**src/rtl/can_rxq_pkg.sv**
```systemverilog
package can_rxq_pkg;

    localparam int unsigned ADDR_W = 3;

    localparam logic [ADDR_W-1:0] A_CTL  = 3'd0;
    localparam logic [ADDR_W-1:0] A_IDW  = 3'd1;
    localparam logic [ADDR_W-1:0] A_DLO  = 3'd2;
    localparam logic [ADDR_W-1:0] A_DHI  = 3'd3;
    localparam logic [ADDR_W-1:0] A_FLAG = 3'd4;
    localparam logic [ADDR_W-1:0] A_TMR  = 3'd5;

    localparam int unsigned BIT_AVAIL = 5;
    localparam int unsigned BIT_WARN  = 6;
    localparam int unsigned BIT_OVF   = 7;

    localparam logic [3:0] CODE_NONE = 4'h0;
    localparam logic [3:0] CODE_FULL = 4'h2;

    typedef struct packed {
        logic        ide;
        logic        rtr;
        logic [3:0]  len;
        logic [28:0] id;
        logic [63:0] data;
        logic [15:0] stamp;
    } rxq_frame_t;

    typedef struct packed {
        logic [31:0] ctl;
        logic [31:0] idw;
        logic [31:0] dlo;
        logic [31:0] dhi;
    } mbox_t;

    // Format a stored frame into the four host-visible words.
    function automatic mbox_t mbox_pack(input rxq_frame_t f, input logic valid);
        mbox_t m;
        m = '0;
        if (valid) begin
            m.ctl = {4'b0, CODE_FULL, 1'b0, f.ide, f.ide, f.rtr, f.len, f.stamp};
            m.idw = f.ide ? {3'b0, f.id} : {3'b0, f.id[10:0], 18'b0};
            m.dlo = f.data[63:32];
            m.dhi = f.data[31:0];
        end
        return m;
    endfunction

endpackage

```
**src/rtl/can_rxq_store.sv**
```systemverilog
module can_rxq_store
    import can_rxq_pkg::*;
#(
    parameter int unsigned DEPTH    = 6,
    parameter int unsigned WARN_LVL = 5
) (
    input  logic                       clk,
    input  logic                       rst_n,
    input  logic                       push_i,
    input  rxq_frame_t                 frame_i,
    input  logic                       pop_i,
    output rxq_frame_t                 head_o,
    output logic [$clog2(DEPTH+1)-1:0] cnt_o,
    output logic                       empty_o,
    output logic                       warn_o,
    output logic                       drop_o
);

    localparam int unsigned PW = (DEPTH > 1) ? $clog2(DEPTH) : 1;
    localparam int unsigned CW = $clog2(DEPTH + 1);

    typedef struct packed {
        rxq_frame_t [DEPTH-1:0] mem;
        logic [PW-1:0]          wr;
        logic [PW-1:0]          rd;
        logic [CW-1:0]          cnt;
    } st_t;

    st_t st_d, st_q;

    logic do_pop, do_push, full;

    function automatic logic [PW-1:0] ptr_next(input logic [PW-1:0] p);
        return (p == PW'(DEPTH - 1)) ? '0 : p + 1'b1;
    endfunction

    always_comb begin
        full    = (st_q.cnt == CW'(DEPTH));
        do_pop  = pop_i && (st_q.cnt != '0);
        do_push = push_i && (!full || do_pop);
        drop_o  = push_i && !do_push;

        st_d = st_q;
        if (do_push) begin
            for (int i = 0; i < DEPTH; i++) begin
                if (st_q.wr == PW'(i)) begin
                    st_d.mem[i] = frame_i;
                end
            end
            st_d.wr = ptr_next(st_q.wr);
        end
        if (do_pop) begin
            st_d.rd = ptr_next(st_q.rd);
        end
        st_d.cnt = st_q.cnt + CW'(do_push) - CW'(do_pop);

        head_o = '0;
        for (int i = 0; i < DEPTH; i++) begin
            if (st_q.rd == PW'(i)) begin
                head_o = st_q.mem[i];
            end
        end
        cnt_o   = st_q.cnt;
        empty_o = (st_q.cnt == '0);
        warn_o  = (st_q.cnt >= CW'(WARN_LVL));
    end

    always_ff @(posedge clk or negedge rst_n) begin
        if (!rst_n) begin
            st_q <= '0;
        end else begin
            st_q <= st_d;
        end
    end

endmodule

```
**src/rtl/can_rxq_window.sv**
```systemverilog
module can_rxq_window
    import can_rxq_pkg::*;
(
    input  logic       clk,
    input  logic       rst_n,
    input  rxq_frame_t head_i,
    input  logic       empty_i,
    input  logic       rd_ctl_i,
    input  logic       rd_tmr_i,
    output mbox_t      view_o,
    output logic       lock_o
);

    typedef struct packed {
        logic  lock;
        mbox_t snap;
    } st_t;

    st_t   st_d, st_q;
    mbox_t live;

    always_comb begin
        live = mbox_pack(head_i, !empty_i);
        st_d = st_q;
        if (rd_tmr_i) begin
            st_d.lock = 1'b0;
        end else if (rd_ctl_i && !st_q.lock) begin
            st_d.lock = 1'b1;
            st_d.snap = live;
        end
        view_o = st_q.lock ? st_q.snap : live;
        lock_o = st_q.lock;
    end

    always_ff @(posedge clk or negedge rst_n) begin
        if (!rst_n) begin
            st_q <= '0;
        end else begin
            st_q <= st_d;
        end
    end

endmodule

```
**src/rtl/can_rxq_regs.sv**
```systemverilog
module can_rxq_regs
    import can_rxq_pkg::*;
#(
    parameter int unsigned TS_W = 16
) (
    input  logic              clk,
    input  logic              rst_n,
    input  logic              bus_sel,
    input  logic              bus_we,
    input  logic [ADDR_W-1:0] bus_addr,
    input  logic [31:0]       bus_wdata,
    input  logic              empty_i,
    input  logic              warn_i,
    input  logic              drop_i,
    input  mbox_t             view_i,
    output logic [31:0]       bus_rdata,
    output logic              pop_o,
    output logic              rd_ctl_o,
    output logic              rd_tmr_o,
    output logic              ovf_o,
    output logic [TS_W-1:0]   tmr_o
);

    typedef struct packed {
        logic            ovf;
        logic [TS_W-1:0] tmr;
    } st_t;

    st_t  st_d, st_q;
    logic wr_flag, rd_any;
    logic unused_wbits;

    assign unused_wbits = ^{bus_wdata[31:8], bus_wdata[BIT_WARN], bus_wdata[4:0]};

    always_comb begin
        wr_flag  = bus_sel && bus_we && (bus_addr == A_FLAG);
        rd_any   = bus_sel && !bus_we;
        pop_o    = wr_flag && bus_wdata[BIT_AVAIL];
        rd_ctl_o = rd_any && (bus_addr == A_CTL);
        rd_tmr_o = rd_any && (bus_addr == A_TMR);

        st_d     = st_q;
        st_d.tmr = st_q.tmr + 1'b1;
        if (drop_i) begin
            st_d.ovf = 1'b1;
        end else if (wr_flag && bus_wdata[BIT_OVF]) begin
            st_d.ovf = 1'b0;
        end

        bus_rdata = '0;
        case (bus_addr)
            A_CTL:  bus_rdata = view_i.ctl;
            A_IDW:  bus_rdata = view_i.idw;
            A_DLO:  bus_rdata = view_i.dlo;
            A_DHI:  bus_rdata = view_i.dhi;
            A_FLAG: begin
                bus_rdata[BIT_AVAIL] = !empty_i;
                bus_rdata[BIT_WARN]  = warn_i;
                bus_rdata[BIT_OVF]   = st_q.ovf;
            end
            A_TMR:  bus_rdata = 32'(st_q.tmr);
            default: bus_rdata = '0;
        endcase

        ovf_o = st_q.ovf;
        tmr_o = st_q.tmr;
    end

    always_ff @(posedge clk or negedge rst_n) begin
        if (!rst_n) begin
            st_q <= '0;
        end else begin
            st_q <= st_d;
        end
    end

endmodule

```
**src/rtl/can_rxq_top.sv**
```systemverilog
module can_rxq_top
    import can_rxq_pkg::*;
#(
    parameter int unsigned DEPTH    = 6,
    parameter int unsigned WARN_LVL = 5,
    parameter int unsigned TS_W     = 16
) (
    input  logic              clk,
    input  logic              rst_n,
    input  logic              frm_valid,
    input  logic              frm_ide,
    input  logic              frm_rtr,
    input  logic [3:0]        frm_len,
    input  logic [28:0]       frm_id,
    input  logic [63:0]       frm_data,
    input  logic [15:0]       frm_stamp,
    input  logic              bus_sel,
    input  logic              bus_we,
    input  logic [ADDR_W-1:0] bus_addr,
    input  logic [31:0]       bus_wdata,
    output logic [31:0]       bus_rdata
);

    localparam int unsigned CW = $clog2(DEPTH + 1);

    rxq_frame_t      in_frame, head;
    mbox_t           view;
    logic [CW-1:0]   q_cnt;
    logic            q_empty, q_warn, q_drop;
    logic            pop_req, rd_ctl, rd_tmr, win_lock, ovf_flag;
    logic [TS_W-1:0] tmr_val;

    assign in_frame = '{ide: frm_ide, rtr: frm_rtr, len: frm_len, id: frm_id,
                        data: frm_data, stamp: frm_stamp};

    can_rxq_store #(.DEPTH(DEPTH), .WARN_LVL(WARN_LVL)) store_i (
        .clk     (clk),
        .rst_n   (rst_n),
        .push_i  (frm_valid),
        .frame_i (in_frame),
        .pop_i   (pop_req),
        .head_o  (head),
        .cnt_o   (q_cnt),
        .empty_o (q_empty),
        .warn_o  (q_warn),
        .drop_o  (q_drop)
    );

    can_rxq_window window_i (
        .clk      (clk),
        .rst_n    (rst_n),
        .head_i   (head),
        .empty_i  (q_empty),
        .rd_ctl_i (rd_ctl),
        .rd_tmr_i (rd_tmr),
        .view_o   (view),
        .lock_o   (win_lock)
    );

    can_rxq_regs #(.TS_W(TS_W)) regs_i (
        .clk       (clk),
        .rst_n     (rst_n),
        .bus_sel   (bus_sel),
        .bus_we    (bus_we),
        .bus_addr  (bus_addr),
        .bus_wdata (bus_wdata),
        .empty_i   (q_empty),
        .warn_i    (q_warn),
        .drop_i    (q_drop),
        .view_i    (view),
        .bus_rdata (bus_rdata),
        .pop_o     (pop_req),
        .rd_ctl_o  (rd_ctl),
        .rd_tmr_o  (rd_tmr),
        .ovf_o     (ovf_flag),
        .tmr_o     (tmr_val)
    );

endmodule

```
**config.mk**
```make
export PLATFORM = sky130hd
export DESIGN_NAME = can_rxq_top
export DESIGN_NICKNAME = d
export VERILOG_FILES = /design/src/rtl/can_rxq_pkg.sv /design/src/rtl/can_rxq_store.sv /design/src/rtl/can_rxq_window.sv /design/src/rtl/can_rxq_regs.sv /design/src/rtl/can_rxq_top.sv
export SDC_FILE = /design/constraint.sdc
export NUM_CORES = 1
export LEC_CHECK = 0
export BUFFER_PORTS_ARGS = -buffer_cell sky130_fd_sc_hd__buf_2
export CORE_MARGIN = 8
export CORE_UTILIZATION = 51
export CTS_BUF_LIST = sky130_fd_sc_hd__clkbuf_2
export CTS_CLUSTER_SIZE = 12
export DETAILED_ROUTE_END_ITERATION = 8
export PLACE_DENSITY_LB_ADDON = 0.12
export SLEW_MARGIN = 40
export SYNTH_ARGS = -nofsm -noshare
export SYNTH_HDL_FRONTEND = slang
export SYNTH_SLANG_ARGS = --single-unit
```
**constraint.sdc**
```tcl
create_clock -name clk -period 4.3 [get_ports clk]
set_clock_uncertainty 0.15 [all_clocks]
set_input_delay 0.645 -clock clk [delete_from_list [all_inputs] [get_ports clk]]
set_output_delay 0.645 -clock clk [all_outputs]
set_load 0.02 [all_outputs]
```
---- Word level (Yosys, flattened, before mapping) ----
Cells that the tools add are included.
storage, ports and cells
  bits of input ports ..................... 155
  word-level logic and storage cells ...... 118
  output and inout bits ................... 32
  register bits after elaboration ......... 845
cells by class
  bitwise operators ....................... 1
  mux-type cells .......................... 18
  $lt $le $gt $ge ......................... 1
  eq/ne operators ......................... 16
  reduce and logical (&&, ||, !) cells .... 31
  add/sub/neg operators ................... 5
operators with widths
  cell                                                              count
  115-bit 2-to-1 mux                                                6
  129-bit 2-to-1 mux                                                1
  128-bit 2-to-1 mux                                                1
  122-bit 2-to-1 mux                                                1
  24-bit case mux with 5 select lines                               1
  29-bit 2-to-1 mux                                                 1
  5-bit case mux with 5 select lines                                1
  3-bit == test (second input constant)                             7
  3-bit by 2-bit == test with 1-bit output (second input constant)  6
  3-bit case mux with 6 select lines                                1
  16-bit by 1-bit adder with 16-bit output (second input constant)  1
  2-bit AND reduction                                               7
  3-bit zero test                                                   4
  1-bit logical AND                                                 11
  3-bit by 1-bit == test with 1-bit output (second input constant)  3
  3-bit by 1-bit adder with 3-bit output (second input constant)    2
  3-bit 2-to-1 mux                                                  2
  1-bit zero test                                                   5
  2-bit nonzero test                                                2
  3-bit by 1-bit adder with 3-bit output                            1
  3-bit greater-or-equal comparator (second input constant)         1
  1-bit 2-to-1 mux                                                  3
  3-bit nonzero test                                                1
  3-bit by 1-bit subtractor with 3-bit output                       1
  2 further kinds                                                   2

---- Logic depth before layout (Yosys ltp) ----
  depth after elaboration ................. 11
  gate-level depth with buffers ........... 16
  gate-level depth less buffers ........... 9

---- By module ----
Synthesis repeated with hierarchy kept, for this count alone.
unflattened totals
  cell total of the unflattened synthesis .. 3,422
  area total of the unflattened synthesis .. 41,283.3 um^2
modules (own cells, without submodules)
  module          seq. area each (um^2)  times used  cells an instance  area each (um^2)
  can_rxq_store   17,491.8               1           2,480              32,556.2
  can_rxq_window  2,927.8                1           758                6,715.2
  can_rxq_regs    425.4                  1           184                2,011.9

---- Worst setup path after synthesis ----
OpenSTA, ideal clock, no wires.
  path type ............................... flip-flop to output port
  from .................................... reg store_i.st_q[4] (netlist bit)
  to ...................................... out bus_rdata[29]
  setup slack ............................. -0.041 ns
  stages on the path, launching flop included .. 16
  arrival time ............................ 3.546 ns
  required time ........................... 3.505 ns
  path buffers ............................ 8
  cell sequence ........................... dfrtp_1 > buf_2 > inv_1 > clkbuf_1 > clkbuf_1 > buf_1 > nor2_1 > ha_1 > clkbuf_1 > nor2_1 > clkbuf_1 > clkbuf_1 > clkbuf_1 > a221o_1 > o221ai_1 > o21ai_0
between the ends
  longest elaborated chain between the ends .. 10
  elaborated cells on any way between the ends .. 15
  classes of those cells .................. 5 x eq/ne; 9 x mux; 1 x reduce/logical
ends and longest elaborated chain
  item                                   RTL line              RTL
  from (decl)                            can_rxq_store.sv:29   st_t st_d, st_q;
  from (signal assigned)                 can_rxq_store.sv:72   st_q <= st_d;
  3-bit zero test                        can_rxq_store.sv:59   if (st_q.rd == PW'(i)) begin
  115-bit 2-to-1 mux (5 in series)       can_rxq_store.sv:59
  115-bit 2-to-1 mux *                   can_rxq_store.sv:59
  122-bit 2-to-1 mux *                   can_rxq_pkg.sv:39     if (valid) begin
  128-bit 2-to-1 mux *                   can_rxq_window.sv:31  view_o = st_q.lock ? st_q.snap : live;
  24-bit case mux with 5 select lines *  can_rxq_regs.sv:51    case (bus_addr)
  to (decl)                              can_rxq_top.sv:21     output logic [31:0] bus_rdata
Every way passes the cells marked *; elsewhere a longest branch is shown, timed or not.

---- Final worst setup path ----
  from .................................... reg store_i.st_q[3] (netlist bit)
  to ...................................... out bus_rdata[22]
between the ends
  longest elaborated chain between the ends .. 11
  elaborated cells on any way between the ends .. 16
  classes of those cells .................. 5 x eq/ne; 10 x mux; 1 x reduce/logical
ends and longest elaborated chain
  item                                   RTL line              RTL
  3-bit zero test                        can_rxq_store.sv:59
  115-bit 2-to-1 mux (5 in series)       can_rxq_store.sv:59
  115-bit 2-to-1 mux *                   can_rxq_store.sv:59
  29-bit 2-to-1 mux                      can_rxq_pkg.sv:41     m.idw = f.ide ? {3'b0, f.id} : {3'b0, f.id[10:0], 18'b0};
  122-bit 2-to-1 mux *                   can_rxq_pkg.sv:39
  128-bit 2-to-1 mux *                   can_rxq_window.sv:31
  24-bit case mux with 5 select lines *  can_rxq_regs.sv:51
Marked as above.

==> run summary <==
The flow ran to the end, but the final reports show violations. The final reports fail on negative setup slack. Yosys mapped a number of flops with a built-in enable equal to 0. Setup repair after global routing could not meet its margin everywhere. Library cell with the highest instance count after synthesis: dfrtp_1. The tree is rooted in a clkbuf_2. The analysis attributes to cell leakage a power of 21.4 nW.

Timing would allow up to 0.197 GHz. The combinational share of power came out at 0.483. In this run the power spent charging and discharging nets is 14.7 mW. The tools report the power share of the sequential group as 0.366. The maximum count of clock buffers along a single path is 3. The logs give 0 for the final antenna-violating net count and 0.542 for the portion of the post-synthesis area used by sequential elements.

At the worst endpoint, the required time is 3.50 ns. The total overflow left after global routing is 0. For this run, the post-layout net count is 3915. The first global-routing pass estimated 201 mm of wire.

The sum of routed wire length over all layers came out at 134 mm. The clock-pin slew on the worst setup and hold paths is 0.11 ns, and the number of sinks on the clock net is 833. Yosys mapped the design onto 70 distinct sky130hd cell types.

The worst-case IR drop observed on VDD is 0.364 mV. The areal power density over the cells was 757 nW/µm². The post-detailed-route wirelength per cell is 27.5 µm.

The switching fraction of total power came out at 0.401. In this run, placement finished with an instance count of 4185. For the worst setup slack after layout, the log shows -0.773 ns. The master of the slowest instance on the critical path was or4b_4. Subtracting the final worst setup slack from the clock period gives 5.07 ns. The logs give 3251 for the total nets after synthesis and 84400 µm² for the area of the die.

The fraction of final layout cells with drive strength greater than 1 came out at 0.428. Yosys attributes the largest share of cell area to dfrtp_1 54%, mux2_2 20%, nand2_1 2.7%. The number of antenna violations at the first check in global routing came out at 11. The via count of the first global-routing pass was 31900. Die boundary height: 291 µm. By count the netlist is led by 833 x dfrtp_1, 671 x mux2_2, 277 x nand2_1. The logs give 0.310 for the total routing resource utilization after global routing and 0 for the DRC violations left. The layout overhead on the synthesized area was 26.0%. Clock insertion delay at the later pin of the skew report: 1.50 ns. The most area-hungry cell type in the Yosys netlist is dfrtp_1. The Yosys step of the flow raised 0 warnings. The effective utilization at floorplan was 0.516.

The start-to-end type of the worst setup path is flop to primary output. Main flop type after synthesis: dfrtp_1. The width of the die is 291 µm, and the number of max-cap violations is 0. The tools report the floorplan row count as 100. STA classifies the critical path endpoint as a primary output. The register bit total from synthesis was 833; the number of top-level design ports was 187. The worst slew slack as a fraction of its limit is 0.354. Area fraction of the dominant cell type after synthesis: 0.542. Number of detailed-route iterations in the first pass: 7. In the synthesized netlist, the number of instances is 3089. The share of total power in the clock network was 0.151; the post-route fraction of the period consumed by the critical path was 1.18.

The congestion estimate from routability-driven global placement came to 0.967. The tools report the synthesized cell area as 38400 µm². TritonCTS built the clock tree. Buffers placed on the I/O ports in this run total 156.

The number of slew-limit violations in the final report was 0. The type of the tightest min-delay check is input port to flop. After floorplanning, the core was sized to cover 74600 µm².

Setup violations remaining at the end of the flow were counted as 32. The pin count of the biggest net entering global routing is 113, and the mean cell area of the mapped netlist is 12.4 µm². For this run, the slowest stage of the critical path takes 0.54 ns. The number of cells in the finished layout apart from fillers is 4884. At the placement stage, the worst setup path has a slack of 0.276 ns. The maximum level of the CTS H-tree is 4. Across all layers, the routed design uses 30400 vias. Of all nets on the critical path, the largest fanout is 8. The async set or reset register ratio after synthesis came out at 1.00. After the first detailed-routing iteration, the DRC count stood at 2566. The signal on the critical path passes through clkinv_4 > nor2_4 > ha_4 > nand2_4 > a211o_1 > a21bo_4 > nand4_1 > buf_4 > o211ai_1 > or4b_4 > buf_6. Summed over all nets, the half-perimeter wirelength after detailed placement is 83.3 mm. The internal power of the cells totals 22.0 mW. The per-cell via count in the routed design is 6.22.

STA classifies the critical path startpoint as a flop. The total clock buffers created by CTS is 212, and the number of hold violations in the final report is 0. At the worst endpoint, the arrival time is 4.28 ns. Transition time of the tightest slew-check pin: 0.969 ns.
[registers in the layout (all words and copies together) (netlist names)]
register         flops
regs_i.ovf_o         1
regs_i.tmr_o        16
window_i.lock_o      1
store_i.st_q       696
window_i.st_q      116
store_i.cnt_o        3
[per-stage QoR]
step           TNS, ns  total power [mW]  utilization  cell area [µm²]  hold WS [ns]
3_3_place_gp         0              27.6        0.560            41700         0.296
5_1_grt         -24.97              38.4        0.649            48400        0.0561
4_1_cts         -21.93              35.6        0.638            47600        0.0278
3_5_place_dp         0              28.3        0.560            41700         0.309
2_1_floorplan        0              21.7            -            38400         0.199
6_report        -19.14              36.7        0.650            48400         0.138
[cells in the final DEF, fill, tap and decap left out, drive strengths merged, types with 22 or more instances in the layout]
cell type,netlist,layout
nand3,43,43
clkinv,1,26
nor2,75,75
a22o,27,27
mux4,22,22
mux2i,82,82
clkbuf,126,333
a22oi,76,76
dlygate4sd3,0,245
a21oi,85,85
o22ai,65,65
o2bb2ai,22,22
dfrtp,833,833
o221ai,23,23
mux2,721,721
buf,123,444
o21ai,106,106
nand2,277,277
nor3,42,42
a221oi,39,39
[timing repair]
item,CTS,global route
pin swaps,45,53
setup buffers,47,19
gates cloned,10,5
hold endpoints to repair,1602,0
endpoints found under the setup margin,32,32
gates resized for setup,186,133
hold buffers,246,0
[cells by family after synthesis]
| logic type | share of synthesized area |
|---|---|
| DFF | 0.542 |
| muxes | 0.245 |
| AOI/OAI and AO/OA | 0.106 |
| and+or+nand+nor | 0.0687 |
| buffers and inverters | 0.0309 |
| xor gates and xnor gates | 0.00387 |
| adders and majority gates | 0.00247 |
[power groups by stage]
stage | clock network, mW | logic (mW) | registers (mW)
global route | 6.07 | 18.6 | 13.8
global placement | 0 | 14.5 | 13.1
detailed placement | 0 | 14.9 | 13.4
CTS | 5.64 | 16.7 | 13.3
floorplan | 0 | 8.96 | 12.7
finish | 5.53 | 17.7 | 13.4
[layer usage]
metal | global-route usage | part of all wire
met1 | 0.410 | 0.41
met2 | 0.491 | 0.46
met3 | 0.0766 | 0.086
met4 | 0.126 | 0.041
met5 | 0 | 0.00019
[layout make-up]
cell class / count / area [µm²]
clock inverters: 34 / 259
fillers: 5718 / 26100
multi-input cells: 1995 / 17500
flip-flops and latches: 833 / 20900
diodes: 14 / 35.0
inverters: 14 / 60.1
repair buffers: 697 / 6920
well taps: 969 / 1210
clock buffers: 328 / 1640
[worst max-delay path: cells and delay by family (launching register included)]
family | cells | cell delay, ns
adders and majority gates | 1 | 0.30
AOI/OAI and AO/OA | 3 | 0.66
buffers and inverters | 3 | 0.45
DFF | 1 | 0.48
and+or+nand+nor | 4 | 0.90
[worst paths after layout]
check                                         startpoint  slack (ns)  depth (start not counted)                       endpoint
min in group asynchronous                          rst_n        0.35                          4  store_i.st_q[392]$_DFFE_PN0P_
min reg2reg                window_i.st_q[70]$_DFFE_PN0P_        0.33                          2  window_i.st_q[70]$_DFFE_PN0P_
min                                            frm_valid        0.14                          4    store_i.st_q[6]$_DFFE_PN0P_
max in group asynchronous                          rst_n        3.01                          5  store_i.st_q[549]$_DFFE_PN0P_
max reg2reg                  store_i.st_q[4]$_DFFE_PN0P_        1.16                         10  window_i.st_q[80]$_DFFE_PN0P_
max                          store_i.st_q[3]$_DFFE_PN0P_       -0.77                         11                  bus_rdata[22]
No activity file was read; power rests on OpenSTA's default activity.
